<file path="src/rtl/mdio_master_pkg.sv">
package mdio_master_pkg;
  localparam int FRAME_LEN = 64;
  localparam int IDX_W     = $clog2(FRAME_LEN);
  localparam int TA_IDX    = 46;
  localparam int DATA_IDX  = 48;
  localparam int FLD_W     = 5;
  localparam int DATA_W    = 16;
  localparam int BUS_W     = 32;
  localparam int BUS_AW    = 3;

  typedef enum logic [BUS_AW-1:0] {
    RA_CFG   = 3'd0,
    RA_CMD   = 3'd1,
    RA_ADDR  = 3'd2,
    RA_WDATA = 3'd3,
    RA_RDATA = 3'd4,
    RA_IND   = 3'd5
  } reg_addr_e;

  function automatic logic [FRAME_LEN-1:0] mdio_frame(
    input logic              rd,
    input logic [FLD_W-1:0]  phy,
    input logic [FLD_W-1:0]  rg,
    input logic [DATA_W-1:0] d
  );
    return {32'hFFFF_FFFF, 2'b01, (rd ? 2'b10 : 2'b01), phy, rg,
            (rd ? 2'b11 : 2'b10), (rd ? {DATA_W{1'b1}} : d)};
  endfunction
endpackage

</file>
<file path="src/rtl/mdio_clk_div.sv">
module mdio_clk_div #(
  parameter int DIV_W = 8
) (
  input  logic             clk,
  input  logic             rst_n,
  input  logic             run,
  input  logic [DIV_W-1:0] div,
  output logic             tick
);
  logic [DIV_W-1:0] cnt;

  // half-period strobe: one tick every div+1 cycles while running
  assign tick = run && (cnt >= div);

  always_ff @(posedge clk or negedge rst_n) begin
    if (!rst_n)            cnt <= '0;
    else if (!run || tick) cnt <= '0;
    else                   cnt <= cnt + 1'b1;
  end
endmodule

</file>
<file path="src/rtl/mdio_frame_engine.sv">
module mdio_frame_engine
  import mdio_master_pkg::*;
#(
  parameter int DIV_W = 8
) (
  input  logic                 clk,
  input  logic                 rst_n,
  input  logic                 abort,
  input  logic                 start,
  input  logic                 start_rd,
  input  logic [FRAME_LEN-1:0] frame_in,
  input  logic [DIV_W-1:0]     div,
  input  logic                 mdi,
  output logic                 mdc,
  output logic                 mdo,
  output logic                 mdoe,
  output logic                 busy,
  output logic                 done_rd,
  output logic [DATA_W-1:0]    rd_data
);
  logic                 active, is_rd, mdc_q, tick, last;
  logic [IDX_W-1:0]     idx;
  logic [FRAME_LEN-1:0] sh;
  logic [DATA_W-1:0]    cap;

  mdio_clk_div #(.DIV_W(DIV_W)) u_div (
    .clk(clk), .rst_n(rst_n), .run(active), .div(div), .tick(tick)
  );

  // last falling MDC edge of the frame
  assign last    = active && tick && mdc_q && (idx == IDX_W'(FRAME_LEN-1));
  assign done_rd = last && is_rd;
  assign busy    = active;
  assign mdc     = mdc_q;
  assign mdo     = sh[FRAME_LEN-1];
  assign mdoe    = active && !(is_rd && (idx >= IDX_W'(TA_IDX)));
  assign rd_data = cap;

  always_ff @(posedge clk or negedge rst_n) begin
    if (!rst_n) begin
      active <= 1'b0;
      is_rd  <= 1'b0;
      mdc_q  <= 1'b0;
      idx    <= '0;
      sh     <= '0;
      cap    <= '0;
    end else if (abort) begin
      active <= 1'b0;
      mdc_q  <= 1'b0;
    end else if (!active) begin
      if (start) begin
        active <= 1'b1;
        is_rd  <= start_rd;
        sh     <= frame_in;
        idx    <= '0;
        mdc_q  <= 1'b0;
      end
    end else if (tick) begin
      mdc_q <= ~mdc_q;
      if (!mdc_q) begin
        // rising edge: sample the PHY during the data phase
        if (is_rd && (idx >= IDX_W'(DATA_IDX))) cap <= {cap[DATA_W-2:0], mdi};
      end else if (last) begin
        active <= 1'b0;
      end else begin
        // falling edge: present the next bit
        idx <= idx + 1'b1;
        sh  <= {sh[FRAME_LEN-2:0], 1'b0};
      end
    end
  end

  assert_mdo_on_fall_R7: assert property (@(posedge clk) disable iff (!rst_n)
    (active && $past(active) && !$stable(mdo)) |-> $fell(mdc_q));

  assert_no_restart_R8: assert property (@(posedge clk) disable iff (!rst_n)
    (active && $past(active)) |-> (idx >= $past(idx)));

  assert_idle_pins_R10: assert property (@(posedge clk) disable iff (!rst_n)
    !active |-> (!mdc_q && !mdoe));
endmodule

</file>
<file path="src/rtl/mdio_master.sv">
module mdio_master
  import mdio_master_pkg::*;
#(
  parameter int              DIV_W    = 8,
  parameter logic [DIV_W-1:0] DIV_INIT = 8'd4
) (
  input  logic              clk,
  input  logic              rst_n,
  input  logic              bus_we,
  input  logic [BUS_AW-1:0] bus_addr,
  input  logic [BUS_W-1:0]  bus_wdata,
  output logic [BUS_W-1:0]  bus_rdata,
  output logic              mdc,
  output logic              mdio_o,
  output logic              mdio_oe,
  input  logic              mdio_i
);
  logic [DIV_W-1:0]  div_q;
  logic              cmd_rd_q, nv_q, busy, done_rd;
  logic [FLD_W-1:0]  phy_q, rg_q;
  logic [DATA_W-1:0] wdata_q, rdata_q, cap;
  logic              wr_cfg, wr_cmd, wr_ctl, abort, go_wr, go_rd;

  assign wr_cfg = bus_we && (bus_addr == RA_CFG);
  assign wr_cmd = bus_we && (bus_addr == RA_CMD);
  assign wr_ctl = bus_we && (bus_addr == RA_WDATA);
  assign abort  = wr_cfg && bus_wdata[BUS_W-1];
  assign go_wr  = wr_ctl && !busy && !abort;
  assign go_rd  = wr_cmd && bus_wdata[0] && !cmd_rd_q && !busy && !abort;

  always_ff @(posedge clk or negedge rst_n) begin
    if (!rst_n) begin
      div_q    <= DIV_INIT;
      cmd_rd_q <= 1'b0;
      phy_q    <= '0;
      rg_q     <= '0;
      wdata_q  <= '0;
      rdata_q  <= '0;
      nv_q     <= 1'b0;
    end else begin
      if (wr_cfg && !bus_wdata[BUS_W-1]) div_q <= bus_wdata[DIV_W-1:0];
      if (wr_cmd) cmd_rd_q <= bus_wdata[0];
      if (bus_we && (bus_addr == RA_ADDR)) begin
        phy_q <= bus_wdata[8 +: FLD_W];
        rg_q  <= bus_wdata[0 +: FLD_W];
      end
      if (go_wr) wdata_q <= bus_wdata[DATA_W-1:0];
      if (abort) nv_q <= 1'b0;
      else if (go_rd) nv_q <= 1'b1;
      else if (done_rd) begin
        nv_q    <= 1'b0;
        rdata_q <= cap;
      end
    end
  end

  mdio_frame_engine #(.DIV_W(DIV_W)) u_eng (
    .clk(clk), .rst_n(rst_n), .abort(abort),
    .start(go_wr || go_rd), .start_rd(go_rd),
    .frame_in(mdio_frame(go_rd, phy_q, rg_q, bus_wdata[DATA_W-1:0])),
    .div(div_q), .mdi(mdio_i),
    .mdc(mdc), .mdo(mdio_o), .mdoe(mdio_oe),
    .busy(busy), .done_rd(done_rd), .rd_data(cap)
  );

  always_comb begin
    bus_rdata = '0;
    case (bus_addr)
      RA_CFG:   bus_rdata[DIV_W-1:0]  = div_q;
      RA_CMD:   bus_rdata[0]          = cmd_rd_q;
      RA_ADDR:  bus_rdata             = {19'd0, phy_q, 3'd0, rg_q};
      RA_WDATA: bus_rdata[DATA_W-1:0] = wdata_q;
      RA_RDATA: bus_rdata[DATA_W-1:0] = rdata_q;
      RA_IND:   bus_rdata[1:0]        = {nv_q, busy};
      default:  bus_rdata             = '0;
    endcase
  end

  assert_nv_inside_busy_R5: assert property (@(posedge clk) disable iff (!rst_n)
    nv_q |-> busy);

  assert_abort_idle_R9: assert property (@(posedge clk) disable iff (!rst_n)
    abort |=> (!busy && !nv_q && !mdc));
endmodule

</file>
<file path="config.mk">
export PLATFORM = sky130hd
export DESIGN_NAME = mdio_master
export DESIGN_NICKNAME = d
export VERILOG_FILES = /design/src/rtl/mdio_master_pkg.sv /design/src/rtl/mdio_clk_div.sv /design/src/rtl/mdio_frame_engine.sv /design/src/rtl/mdio_master.sv
export SDC_FILE = /design/constraint.sdc
export NUM_CORES = 1
export LEC_CHECK = 0
export ABC_AREA = 1
export BUFFER_PORTS_ARGS = -buffer_cell sky130_fd_sc_hd__buf_2
export CAP_MARGIN = 0
export CORE_MARGIN = 2
export CORE_UTILIZATION = 64
export DETAILED_ROUTE_END_ITERATION = 12
export HOLD_SLACK_MARGIN = 0.05
export PLACE_DENSITY = 0.92
export SLEW_MARGIN = 5
export SYNTH_ARGS = -nofsm -noshare
export SYNTH_HDL_FRONTEND = slang
export SYNTH_SLANG_ARGS = --single-unit
export TNS_END_PERCENT = 5
</file>
<file path="constraint.sdc">
create_clock -name clk -period 5 [get_ports clk]
set_input_delay 1 -clock clk [delete_from_list [all_inputs] [get_ports clk]]
set_output_delay 1 -clock clk [all_outputs]
set_load 0.05 [all_outputs]
</file>
; ---- Yosys cells after proc, flatten, opt, wreduce, memory -nomap -nowiden
; Cells that the tools add are included.
[classes]
bitwise = 4
magnitude_cmp = 3
addsub = 2
n_mux = 31
eq_ne = 10
n_reduce_logical = 36
[ops]
columns = cell, n
row1 = $mux W64, 5
row2 = $mux W6, 5
row3 = $pmux W6 S4, 1
row4 = $pmux W8 S3, 1
row5 = $logic_and A1 B1 Y1, 20
row6 = $mux W16, 1
row7 = $mux W1, 14
row8 = $ge A6 B6 Y1 const B, 2
row9 = $reduce_and A5 Y1, 2
row10 = $add A8 B1 Y8 const B, 1
row11 = $ge A8 B8 Y1, 1
row12 = $mux W8, 1
row13 = $add A6 B1 Y6 const B, 1
row14 = $eq A3 B2 Y1 const B, 2
row15 = $eq A3 B3 Y1 const B, 2
row16 = $eq A6 B6 Y1 const B, 1
row17 = $ne A2 B2 Y1 const B, 3
row18 = $pmux W1 S6, 1
row19 = $reduce_and A3 Y1, 2
row20 = $reduce_bool A3 Y1, 2
row21 = $logic_not A1 Y1, 5
row22 = $pmux W1 S5, 1
row23 = $not A1 Y1, 4
row24 = $eq A3 B1 Y1 const B, 1
row25 = other kinds (6), 7
[word_totals]
ff_bits = 149
out_inout_bits = 35
elab_cells = 100

; ---- Longest topological paths before layout
; Gate-level depths: netlist of the first run.
[depth]
ltp_word = 10
mapped_depth = 15

; ---- Cells and area by module
; From an unflattened synthesis of the first run, not the netlist that was laid out.
[unflattened]
cells_unflattened = 1032
area_unflattened_um2 = 7951.4
[modules_own_cells]
columns = mod, cells_per_inst, n_inst, area_per_inst_um2
row1 = mdio_frame_engine, 628, 1, 4605.7
row2 = mdio_master, 331, 1, 2746.4
row3 = mdio_clk_div, 73, 1, 599.3

; ---- Least setup slack after synthesis of the first run
; Ideal clock, no wire load.
[synth_timing]
kind = input port to output port
startpoint = input port bus_addr[1]
endpoint = output port bus_rdata[0]
arrival_ns = 2.175
cell_stages = 5
slack_ns = 1.825
n_path_buf = 1
path_cell_list = inv_1 -> nor3_4 -> clkbuf_1 -> nand2_1 -> o211ai_1
[synth_via]
elab_chain_len = 2
[synth_lines]
columns = item, line_no
row1 = "start, declared", mdio_master.sv:10  ; input logic [BUS_AW-1:0] bus_addr,
row2 = $eq A3 B3 Y1 (tied with other cells), mdio_master.sv:68  ; case (bus_addr)
row3 = $pmux W1 S6 (*), mdio_master.sv:68
row4 = "end, declared", mdio_master.sv:12  ; output logic [BUS_W-1:0] bus_rdata,
; Mark *: on every way between the ends. The rest lies on a longest branch, timed or not.

; ---- Worst setup path in the final report of the first run
; Ends and elaborated chain as after synthesis.

==> reports/metrics.yaml, run 1 <==
status: "completed"
instances_no_fill: 1086
synthDistinctLibCells: 32
number_of_setup_violations_in_the_final_report: 0
total_power_uw: 4140
finalCriticalPeriod_ns: 3.58
critPathArrivalTime_ns: 2.58
drt-initial-drc-count: 820
timing.setup.tns_ns: 0
synth_warnings: 0
cap_viol_max_count: 0
clock-root-buffer: "sky130_fd_sc_hd__clkbuf_16"
die-height_um: 111
tritoncts.num_buffers: 17
antenna_cells_inserted: 0
wirelength_um: 17800
critical_path.top_delay_family: "buffers and inverters"
setup_ws_ns: 1.42
fin_crit_sh_pct: 71.5
grt_usage_pct: 29.7
cts.clk_slew.worst_paths_ns: 0.06
initial_utilization_pct: 65.1
synth_top_cell_by_area: "sky130_fd_sc_hd__dfrtp_1"
tritoncts_clock_tree: "done"
placementRows: 39
worstSkewPairLatency_ns: 0.44
io_buffers: 42
synth_sequential_area_ratio_pct: 50.6
buffers_inserted_by_post_cts_timing_repair: 0
ys_ff_latch: 149
yosysTopAreaCellShare_pct: 50.3
dp_slack_ns: 1.50
detailed_place_hpwl_um: 10600
timing.slew.headroom_pct: 19.5
antenna_violations_before_repair: 0
critPathBufInv: 4
number_of_levels_the_h_tree_was_split_into: 4
die_area_um2: 12400
number_of_global_route_vias_before_repair: 6245
tightest_slew_ns: 1.20
tritoncts_num_sinks: 149
die_width_um: 111
core_area_um2: 11300
fillCellCount: 822
ys_async_sr_fraction_pct: 100
cts-hold-fix-buffers: 0
detail_route.first_pass.iterations: 6
rsz_0062_raised_after_global_routing: "false"
synth.top_cells.by_count: "335 x sky130_fd_sc_hd__nand2_1, 148 x sky130_fd_sc_hd__dfrtp_1, 76 x sky130_fd_sc_hd__nand4_1"
timing.hold.ws_ns: 0.464
p_leak_uw: 0.00430
post-route-drc-count: 0
grt_first_pass_wirelength_um: 29600
avg_inst_size_synth_um2: 8.08
synth-edff-count: 0
type_of_the_worst_setup_path: "primary input to primary output"
max_clock_freq_mhz: 280
hold_path.class: "flip-flop to flip-flop"
post_route_cells_drive_above_1_share_pct: 13.8
avgRoutedWirePerCell_um: 16.4
synthCells: 912
ios: 74
dp_cells: 1054
yosys-top-cells-area: "sky130_fd_sc_hd__dfrtp_1 50%, sky130_fd_sc_hd__nand2_1 17%, sky130_fd_sc_hd__nand4_1 6.5%"
total_area_of_multi_input_combinational_cells_um2: 3110
drt.antenna.violating_nets: 0
vdd_drop_max_mv: 0.351
critical_path.max_stage_delay_ns: 0.35
overflow: 0
grt_max_degree: 74
nature_of_the_critical_path_startpoint: "primary input"
via_per_inst: 6.00
timing.critical_path.cells: "buf_2, inv_1, nor2_1, nand2_1, inv_1, a221oi_1, o211ai_1, buf_2"
area_growth_syn_to_layout_pct: 9.92
cell_area_synth_um2: 7360
cp_slowest_cell: "sky130_fd_sc_hd__nand2_1"
clock_skew_ns: 0.0125
vias: 6519
worst-path-max-fanout: 10
crit_required_ns: 4.00
synthMostInstantiatedCell: "sky130_fd_sc_hd__nand2_1"
final_max_slew_viol_count: 0
ys.flop_type: "sky130_fd_sc_hd__dfrtp_1"
regArea_um2: 3730
report.final.hold_viol_count: 0
cts-root-to-sink-buffers: 2
nNetsFinal: 979
finalWeightedCongestion: 0.879
cellPowerDensity_nw_per_um2: 511
cts.repair.resized: 0
crit_path_end_kind: "primary output"
==> sequential cells by signal, summed over array words and instances (netlist names) <==
name             cells
cmd_rd_q             1
div_q                8
nv_q                 1
phy_q                5
rdata_q             16
rg_q                 5
u_eng.busy           1
u_eng.idx            6
u_eng.is_rd          1
u_eng.mdc            1
u_eng.rd_data       16
u_eng.sh            64
u_eng.u_div.cnt      8
wdata_q             16
==> report_power, final <==
group | internal [uW] | switching [uW] | total, uW
clock network | 720 | 539 | 1260
logic | 394 | 751 | 1140
registers | 1550 | 190 | 1740
total | 2660 | 1480 | 4140
==> routing by layer <==
metal | track usage [%] | up-vias | routed length, um | share of wire (%)
li1 | - | 2986 | - | -
met4 | 14.2 | 0 | 634 | 3.6
met2 | 45.1 | 346 | 8300 | 47
met5 | 0 | - | 0 | 0
met1 | 40.3 | 3126 | 7360 | 41
met3 | 7.44 | 61 | 1490 | 8.4
==> metrics by stage <==
| step | utilization (%) | cell area [um2] |
|---|---|---|
| 6_report | 71.5 | 8100 |
| 5_1_grt | 71.5 | 8100 |
| 4_1_cts | 71.5 | 8100 |
| 3_5_place_dp | 66.4 | 7520 |
| 3_3_place_gp | 66.4 | 7520 |
| 2_1_floorplan | - | 7420 |
==> layout by cell type, fill, tap and decap left out, types with 3 or more instances in the layout <==
| cell type | netlist | routed |
|---|---|---|
| sky130_fd_sc_hd__a21oi_1 | 20 | 20 |
| sky130_fd_sc_hd__a221o_1 | 3 | 3 |
| sky130_fd_sc_hd__a22o_1 | 3 | 3 |
| sky130_fd_sc_hd__buf_2 | 9 | 41 |
| sky130_fd_sc_hd__buf_4 | 16 | 11 |
| sky130_fd_sc_hd__clkbuf_16 | 0 | 17 |
| sky130_fd_sc_hd__clkinv_2 | 1 | 3 |
| sky130_fd_sc_hd__conb_1 | 1 | 16 |
| sky130_fd_sc_hd__dfrtp_1 | 148 | 148 |
| sky130_fd_sc_hd__ha_1 | 10 | 10 |
| sky130_fd_sc_hd__inv_1 | 50 | 50 |
| sky130_fd_sc_hd__inv_2 | 3 | 3 |
| sky130_fd_sc_hd__inv_6 | 0 | 6 |
| sky130_fd_sc_hd__nand2_1 | 335 | 335 |
| sky130_fd_sc_hd__nand3_1 | 11 | 10 |
| sky130_fd_sc_hd__nand4_1 | 76 | 76 |
| sky130_fd_sc_hd__nor2_1 | 57 | 57 |
| sky130_fd_sc_hd__nor3_1 | 5 | 5 |
| sky130_fd_sc_hd__o211ai_1 | 9 | 9 |
| sky130_fd_sc_hd__o21ai_0 | 59 | 59 |
| sky130_fd_sc_hd__o22ai_1 | 4 | 4 |
| sky130_fd_sc_hd__or2_2 | 34 | 34 |
==> worst reg2reg max path: cells and delay by family, from the launching register on <==
kind | cells | cell delay [ns]
adder cells (fa/ha/maj) | 1 | 0.29
buffers and inverters | 2 | 0.12
flip-flops | 1 | 0.51
AND/OR/NAND/NOR | 9 | 2.29
==> logic make-up (layout without fill, tap and decap cells) <==
logic type / after synthesis / after routing / synth area share (%)
buffers and inverters: 123 / 139 / 7.97
xor gates and xnor gates: 2 / 2 / 0.238
other: 1 / 16 / 0.0509
adders and majority gates: 10 / 10 / 1.70
AOI/OAI and AO/OA: 103 / 103 / 7.95
DFF: 149 / 149 / 50.6
and+or+nand+nor: 524 / 524 / 31.4
==> worst paths after layout <==
path	from	to	depth (start not counted)	slack, ns
max	bus_addr[1]	bus_rdata[0]	8	1.42
min	u_eng.sh[54]	u_eng.sh[54]	2	0.46
max reg2reg	div_q[2]	u_eng.rd_data[7]	12	1.73
min reg2reg	u_eng.sh[54]	u_eng.sh[54]	2	0.46
max in group asynchronous	rst_n	u_eng.sh[11]	2	3.46
min in group asynchronous	rst_n	rdata_q[15]	1	0.57
==> area by class of cell <==
class	count	share of cell area [%]
Timing Repair Buffer	53	3.69
Clock buffer	20	5.64
Multi-Input combinational cell	655	38.4
Sequential cell	149	46.1
Tap cell	143	2.21
Inverter	54	2.52
Clock inverter	12	1.45
No activity file was read; power rests on OpenSTA's default activity.
==> inputs of run 2 (changes only) <==
ABC_AREA = 0   (was 1)
CORE_UTILIZATION = 54   (was 64)
PLACE_DENSITY = 0.84   (was 0.92)
clock period = 3 ns   (was 5 ns; I/O delays follow)
==> run 2 against run 1 <==
Against the previous run:
- highest routed layer unchanged
- non-clock buffer count up 4
- via count down 25%
- final area up 4.0%
- clock skew down 0.0051 ns
- synthesized cell count down 32%
- total power up 88%
- first-iteration DRC count down 55%
- routed wire length down 13%
- utilization down 8.5 points
- clock power up 100%
- combinational power up 88%
- final cell count down 22%
==> reports/metrics.yaml, run 2 <==
dr.max_layer_used: "met4"  # unchanged
setup_ws_ns: 0.223  # was 1.42 ns
status: "completed"  # unchanged
critical_path.max_stage_delay_ns: 0.54  # was 0.35 ns
post_route_cells_drive_above_1_share_pct: 34.7  # was 13.8%
ys_async_sr_fraction_pct: 100  # unchanged
dp_cells: 813  # was 1,054
finalCriticalPeriod_ns: 2.78
yosys-top-cells-area: "sky130_fd_sc_hd__dfrtp_1 50%, sky130_fd_sc_hd__mux2_2 14%, sky130_fd_sc_hd__mux2_4 7.1%"  # was sky130_fd_sc_hd__dfrtp_1 50%, sky130_fd_sc_hd__nand2_1 17%, sky130_fd_sc_hd__nand4_1 6.5%
core_area_um2: 13300  # was 11,300 um2
tightest_slew_ns: 0.662  # was 1.20 ns
ys_ff_latch: 149  # unchanged
cts.clk_slew.worst_paths_ns: 0.06  # about the same
seq_power_share_pct: 40.1  # was 41.9%
cap_viol_max_count: 0  # unchanged
ios: 74  # unchanged
net-switching-power_uw: 2320  # was 1480 uW
power.share.switching_pct: 29.9  # was 35.8%
drt-initial-drc-count: 366  # was 820
synth.top_cells.by_count: "148 x sky130_fd_sc_hd__dfrtp_1, 95 x sky130_fd_sc_hd__mux2_2, 45 x sky130_fd_sc_hd__nand2_1"  # was 335 x sky130_fd_sc_hd__nand2_1, 148 x sky130_fd_sc_hd__dfrtp_1, 76 x sky130_fd_sc_hd__nand4_1
tritoncts_clock_tree: "done"  # unchanged
dp_slack_ns: 0.220  # was 1.50 ns
tritoncts.num_buffers: 17  # unchanged
buffers_inserted_by_post_cts_timing_repair: 0  # unchanged
p_int_uw: 5450  # was 2660 uW
synthDistinctLibCells: 54  # was 32
timing.critical_path.cells: "inv_1, ha_1, o21ai_0, and2_1, o31ai_4, a221oi_4, buf_12, mux2_2"  # was buf_2, inv_1, nor2_1, nand2_1, inv_1, a221oi_1, o211ai_1, buf_2
synth-edff-count: 0  # unchanged
die_width_um: 121  # was 111 um
final_design_area_no_fill_um2: 8420  # was 8100 um2
ys.flop_type: "sky130_fd_sc_hd__dfrtp_1"  # unchanged
mostFrequentLayoutCell: "sky130_fd_sc_hd__dfrtp_1"  # was sky130_fd_sc_hd__nand2_1
nature_of_the_critical_path_startpoint: "flip-flop"  # was primary input
routed-wl-met2_um: 7710  # was 8300 um
vdd_drop_max_mv: 0.597  # was 0.351 mV
placementRows: 42  # was 39
cp_slowest_cell: "sky130_fd_sc_hd__dfstp_2"  # was sky130_fd_sc_hd__nand2_1
synth_warnings: 0  # unchanged
report.final.hold_viol_count: 0  # unchanged
hold_path.class: "primary input to async pin"  # was flip-flop to flip-flop
crit_required_ns: 3.31  # was 4.00 ns
die_area_um2: 14700  # was 12,400 um2
worstSkewPairLatency_ns: 0.43  # was 0.44 ns
io_buffers: 42  # unchanged
wirelength_um: 15400  # was 17,800 um
clock-root-buffer: "sky130_fd_sc_hd__clkbuf_16"  # unchanged
grt_usage_pct: 23.2  # was 29.7%
layout_common_cells: "147 x sky130_fd_sc_hd__dfrtp_1, 95 x sky130_fd_sc_hd__mux2_2, 45 x sky130_fd_sc_hd__nand2_1"  # was 335 x sky130_fd_sc_hd__nand2_1, 148 x sky130_fd_sc_hd__dfrtp_1, 76 x sky130_fd_sc_hd__nand4_1
grt_max_degree: 67  # was 74
post_dp_cell_area_um2: 7710  # was 7520 um2
clock_power_share_pct: 32.4  # was 30.4%
cell_area_synth_um2: 7430  # was 7360 um2
clock_skew_ns: 0.00739  # was 0.0125 ns
antenna_violations_before_repair: 0  # unchanged
vias: 4860  # was 6,519
finalWeightedCongestion: 0.848  # was 0.879
worst-path-max-fanout: 66  # was 10
antenna_cells_inserted: 0  # unchanged
avgRoutedWirePerCell_um: 18.3  # was 16.4 um
met3_wire_length_um: 779  # was 1490 um
instances_no_fill: 845  # was 1,086
initial_utilization_pct: 55.6  # was 65.1%
nNetsFinal: 705  # was 979
portion_of_total_power_attributed_to_combinational_logic_pct: 27.5  # was 27.7%
tritoncts_num_sinks: 149  # unchanged
synth_top_cell_by_area: "sky130_fd_sc_hd__dfrtp_1"  # unchanged
synthMostInstantiatedCell: "sky130_fd_sc_hd__dfrtp_1"  # was sky130_fd_sc_hd__nand2_1
detail_route.first_pass.iterations: 5  # was 6
grt_first_pass_wirelength_um: 25900  # was 29,600 um
detailed_place_hpwl_um: 9990  # was 10,600 um
cellPowerDensity_nw_per_um2: 923  # was 511 nW/um2
critPathArrivalTime_ns: 3.09  # was 2.58 ns
timing.setup.tns_ns: 0  # unchanged
final_max_slew_viol_count: 0  # unchanged
largest_register: "u_eng.sh"  # unchanged
cts.repair.resized: 0  # unchanged
drt.antenna.violating_nets: 0  # unchanged
timing.slew.headroom_pct: 55.5  # was 19.5%
fin_crit_sh_pct: 92.6
overflow: 0  # unchanged
cts-root-to-sink-buffers: 2  # unchanged
die-height_um: 121  # was 111 um
number_of_levels_the_h_tree_was_split_into: 4  # unchanged
p_leak_uw: 0.00381  # was 0.00430 uW
number_of_global_route_vias_before_repair: 5025  # was 6,245
synthCells: 617  # was 912
type_of_the_worst_setup_path: "flip-flop to flip-flop"  # was primary input to primary output
ff2ff_setup_slack_ns: 0.22  # was 1.73 ns
max_clock_freq_mhz: 360
synth_sequential_area_ratio_pct: 50.2  # was 50.6%
wl_met1_um: 6660  # was 7360 um
cts-hold-fix-buffers: 0  # unchanged
crit_path_end_kind: "flip-flop"  # was primary output
rsz_0062_raised_after_global_routing: "false"  # unchanged
largest_register_ff_count: 64  # unchanged
number_of_setup_violations_in_the_final_report: 0  # unchanged
via_per_inst: 5.75  # was 6.00
avg_inst_size_synth_um2: 12.0  # was 8.08 um2
area_growth_syn_to_layout_pct: 13.3  # was 9.92%
yosysTopAreaCellShare_pct: 49.9  # was 50.3%
post-route-drc-count: 0  # unchanged
## run 2: changes by cell type after synthesis, sizes merged, moves of 7 or more
cell	delta
nand2	-290
mux2	+130
nand4	-71
inv	-36
nand2b	+34
or2	-32
o21ai	-23
nor2	-22
clkbuf	-15
mux2i	+12
a21oi	-9
nor2b	+7
## run 2: power by group through the flow
stage	clock, uW	combinational [uW]	sequential [uW]
floorplan	0	1840	2960
global placement	0	2020	3070
detailed placement	0	2120	3110
CTS	2540	2150	3100
global route	2640	2340	3190
finish	2520	2140	3110
## run 2: critical path: cells and delay by family (launching register included)
| kind | cells | cell delay [ns] |
|---|---|---|
| multiplexers | 1 | 0.40 |
| flip-flops | 1 | 0.54 |
| adder cells (fa/ha/maj) | 1 | 0.28 |
| AND/OR/NAND/NOR | 1 | 0.27 |
| buffers and inverters | 2 | 0.44 |
| AO/OA/AOI/OAI | 3 | 0.66 |
## run 2: layer usage
metal  vias to the layer above  track usage [%]
li1                       2206                -
met1                      2460             29.8
met2                       160             37.3
met3                        34             6.02
met4                         0             9.77
met5                         -                0
## run 2: kinds of logic after synthesis
logic type      after synthesis  share of synthesized area, %
compound gates               86                          7.95
xor+xnor                      7                         0.826
fa+ha+maj                    10                          1.68
buf+inv                      69                          5.34
flops                       149                          50.2
mux                         142                          23.1
other cells                   1                        0.0505
simple gates                153                          10.8
## run 2: final timing paths
path | start | endpoint | cells past startpoint
min reg2reg | u_eng.sh[56] | u_eng.sh[56] | 1
max | div_q[2] | u_eng.sh[13] | 8
min in group clk | mdio_i | u_eng.rd_data[0] | 2
max reg2reg | div_q[2] | u_eng.sh[13] | 8
max in group asynchronous | rst_n | u_eng.sh[14] | 2
min | rst_n | div_q[3] | 1
## run 2: final cells by class
class | instances | area, um2
fill | 990 | 4930
timing repair buffer | 57 | 342
clock buffer | 20 | 457
tap | 176 | 220
sequential | 149 | 3730
clock inverter | 12 | 246
multi-input combinational | 414 | 3360
inverter | 17 | 63.8
## run 2: stage by stage
step,power [uW],util (%),hold slack [ns]
6_report,7760,63.0,0.153
2_1_floorplan,4800,-,0.304
3_3_place_gp,5080,57.8,0.482
3_5_place_dp,5230,57.8,0.487
5_1_grt,8170,63.0,0.182
4_1_cts,7800,63.0,0.162
==> inputs of run 3 (changes only) <==
CORE_UTILIZATION = 55   (was 54)
CTS_BUF_LIST = sky130_fd_sc_hd__clkbuf_8   (was unset)
PLACE_DENSITY = 0.85   (was 0.84)
==> run 3 against run 2 <==
Against the previous run:
- critical path depth stayed put
- count of clock-buffer cells in the layout down 1
- setup slack improved by 0.039 ns
- critical endpoint is now u_eng.sh[26]
- fmax is 1.4% higher
- flip-flop and latch count unchanged
- utilization is 1.7 points lower
- final area decreased by 3.8%
- global-route usage shrank 1.4 points
- register-to-register slack gained 0.04 ns
- sequential share of layout area up 1.8 points
- total power decreased by 14%
- non-clock buffer count did not move
- critical path type unchanged
==> reports/metrics.yaml, run 3 (synthesized netlist as in run 2, its figures left out) <==
core_area_um2: 13200  # was 13,300 um2
finalWeightedCongestion: 0.850  # was 0.848
post-route-drc-count: 0  # unchanged
layout_common_cells: "147 x sky130_fd_sc_hd__dfrtp_1, 95 x sky130_fd_sc_hd__mux2_2, 45 x sky130_fd_sc_hd__nand2_1"  # unchanged
die_area_um2: 14400  # was 14,700 um2
p_leak_uw: 0.00365  # was 0.00381 uW
initial_utilization_pct: 56.3  # was 55.6%
post_route_cells_drive_above_1_share_pct: 34.4  # was 34.7%
critPathArrivalTime_ns: 3.08  # was 3.09 ns
nature_of_the_critical_path_startpoint: "flip-flop"  # unchanged
detailed_place_hpwl_um: 10000  # was 9990 um
regArea_um2: 3730  # unchanged
mostFrequentLayoutCell: "sky130_fd_sc_hd__dfrtp_1"  # unchanged
tritoncts_clock_tree: "done"  # unchanged
largest_register_ff_count: 64  # unchanged
drt.antenna.violating_nets: 0  # unchanged
final_design_area_no_fill_um2: 8090  # was 8420 um2
overflow: 0  # unchanged
total_area_of_multi_input_combinational_cells_um2: 3360  # unchanged
report.final.hold_viol_count: 0  # unchanged
cts-hold-fix-buffers: 0  # unchanged
fin_crit_sh_pct: 91.3  # was 92.6%
number_of_setup_violations_in_the_final_report: 0  # unchanged
finalCriticalPeriod_ns: 2.74  # was 2.78 ns
placementRows: 42  # unchanged
hold_path.class: "primary input to async pin"  # unchanged
timing.setup.tns_ns: 0  # unchanged
ios: 74  # unchanged
cts.repair.resized: 0  # unchanged
cts.clk_slew.worst_paths_ns: 0.08  # was 0.06 ns
post_dp_cell_area_um2: 7720  # was 7710 um2
vias: 4820  # was 4,860
cap_viol_max_count: 0  # unchanged
tritoncts.num_buffers: 17  # unchanged
grt_usage_pct: 21.8  # was 23.2%
die-height_um: 120  # was 121 um
io_buffers: 42  # unchanged
grt_max_degree: 67  # unchanged
timing.slew.headroom_pct: 44.9  # was 55.5%
clock-root-buffer: "sky130_fd_sc_hd__clkbuf_8"  # was sky130_fd_sc_hd__clkbuf_16
crit_path_end_kind: "flip-flop"  # unchanged
vdd_drop_max_mv: 0.455  # was 0.597 mV
max_clock_freq_mhz: 365  # was 360 MHz
largest_register: "u_eng.sh"  # unchanged
grt_first_pass_wirelength_um: 24300  # was 25,900 um
tightest_slew_ns: 0.820  # was 0.662 ns
clock_skew_ns: 0.0139  # was 0.00739 ns
cellPowerDensity_nw_per_um2: 829  # was 923 nW/um2
worst-path-max-fanout: 66  # unchanged
type_of_the_worst_setup_path: "flip-flop to flip-flop"  # unchanged
drt-initial-drc-count: 429  # was 366
number_of_levels_the_h_tree_was_split_into: 4  # unchanged
fillCellCount: 988  # was 990
avgRoutedWirePerCell_um: 17.5  # was 18.3 um
buffers_inserted_by_post_cts_timing_repair: 0  # unchanged
worstSkewPairLatency_ns: 0.46  # was 0.43 ns
area_growth_syn_to_layout_pct: 8.98  # was 13.3%
number_of_global_route_vias_before_repair: 4915  # was 5,025
rsz_0062_raised_after_global_routing: "false"  # unchanged
die_width_um: 120  # was 121 um
status: "completed"  # unchanged
crit_required_ns: 3.34  # was 3.31 ns
antenna_violations_before_repair: 0  # unchanged
cts-root-to-sink-buffers: 2  # unchanged
detail_route.first_pass.iterations: 6  # was 5
wirelength_um: 14700  # was 15,400 um
tritoncts_num_sinks: 149  # unchanged
antenna_cells_inserted: 0  # unchanged
nNetsFinal: 705  # unchanged
final_max_slew_viol_count: 0  # unchanged
via_per_inst: 5.73  # was 5.75
-- run 3: cell count changes in the layout (fill, tap and decap cells not counted) --
cell	change
sky130_fd_sc_hd__clkbuf_16	-17
sky130_fd_sc_hd__clkbuf_8	+17
sky130_fd_sc_hd__bufinv_16	-5
sky130_fd_sc_hd__clkinvlp_4	+3
sky130_fd_sc_hd__clkinv_4	-2
sky130_fd_sc_hd__buf_12	+1
sky130_fd_sc_hd__buf_4	-1
sky130_fd_sc_hd__clkbuf_1	-1
sky130_fd_sc_hd__clkinv_2	+1
-- run 3: worst paths after layout --
path                              start                to  slack [ns]  cells past startpoint
setup / recovery               div_q[2]      u_eng.sh[26]        0.26                      8
max in group asynchronous         rst_n      u_eng.sh[14]        2.10                      2
hold / removal                    rst_n      u_eng.sh[37]        0.11                      1
hold reg to reg            u_eng.sh[42]      u_eng.sh[42]        0.50                      1
min in group clk                 mdio_i  u_eng.rd_data[0]        0.38                      2
setup reg to reg               div_q[2]      u_eng.sh[26]        0.26                      8
-- run 3: final cells by class --
type / instances / share of cell area, %
timing repair buffer: 57 / 4.38
tap: 176 / 2.72
inverter: 17 / 0.788
clock buffer: 19 / 3.23
sequential: 149 / 46.1
clock inverter: 9 / 1.31
multi-input combinational: 414 / 41.5
-- run 3: metal layers --
layer / wire length [um] / track usage, % / up-vias
met4: 467 / 10.7 / 0
met3: 740 / 4.95 / 43
li1: - / - / 2197
met5: 0 / 0 / -
met2: 7290 / 35.5 / 161
met1: 6240 / 27.5 / 2419
-- run 3: power by group --
group          switching (uW)  total, uW  internal [uW]
clock network             716       1480            760
logic                    1020       2140           1110
registers                 458       3100           2640
-- run 3: critical path, stage by stage (launching register included) --
cell,delay [ns]
sky130_fd_sc_hd__dfstp_2,0.55
sky130_fd_sc_hd__inv_1,0.06
sky130_fd_sc_hd__ha_1,0.28
sky130_fd_sc_hd__o21ai_0,0.20
sky130_fd_sc_hd__and2_1,0.25
sky130_fd_sc_hd__o31ai_4,0.11
sky130_fd_sc_hd__a221oi_4,0.33
sky130_fd_sc_hd__buf_12,0.38
sky130_fd_sc_hd__mux2_2,0.41
-- run 3: stage by stage --
stage / worst slack [ns] / hold slack, ns / power (uW) / cells / utilization, %
after floorplan: 0.0381 / 0.304 / 4800 / 632 / -
after global placement: 0.315 / 0.483 / 5080 / 813 / 58.6
after detailed placement: 0.229 / 0.485 / 5240 / 813 / 58.6
after CTS: 0.275 / 0.104 / 6750 / 841 / 61.4
after global routing: 0.134 / 0.151 / 7080 / 841 / 61.4
final: 0.262 / 0.113 / 6710 / 841 / 61.4
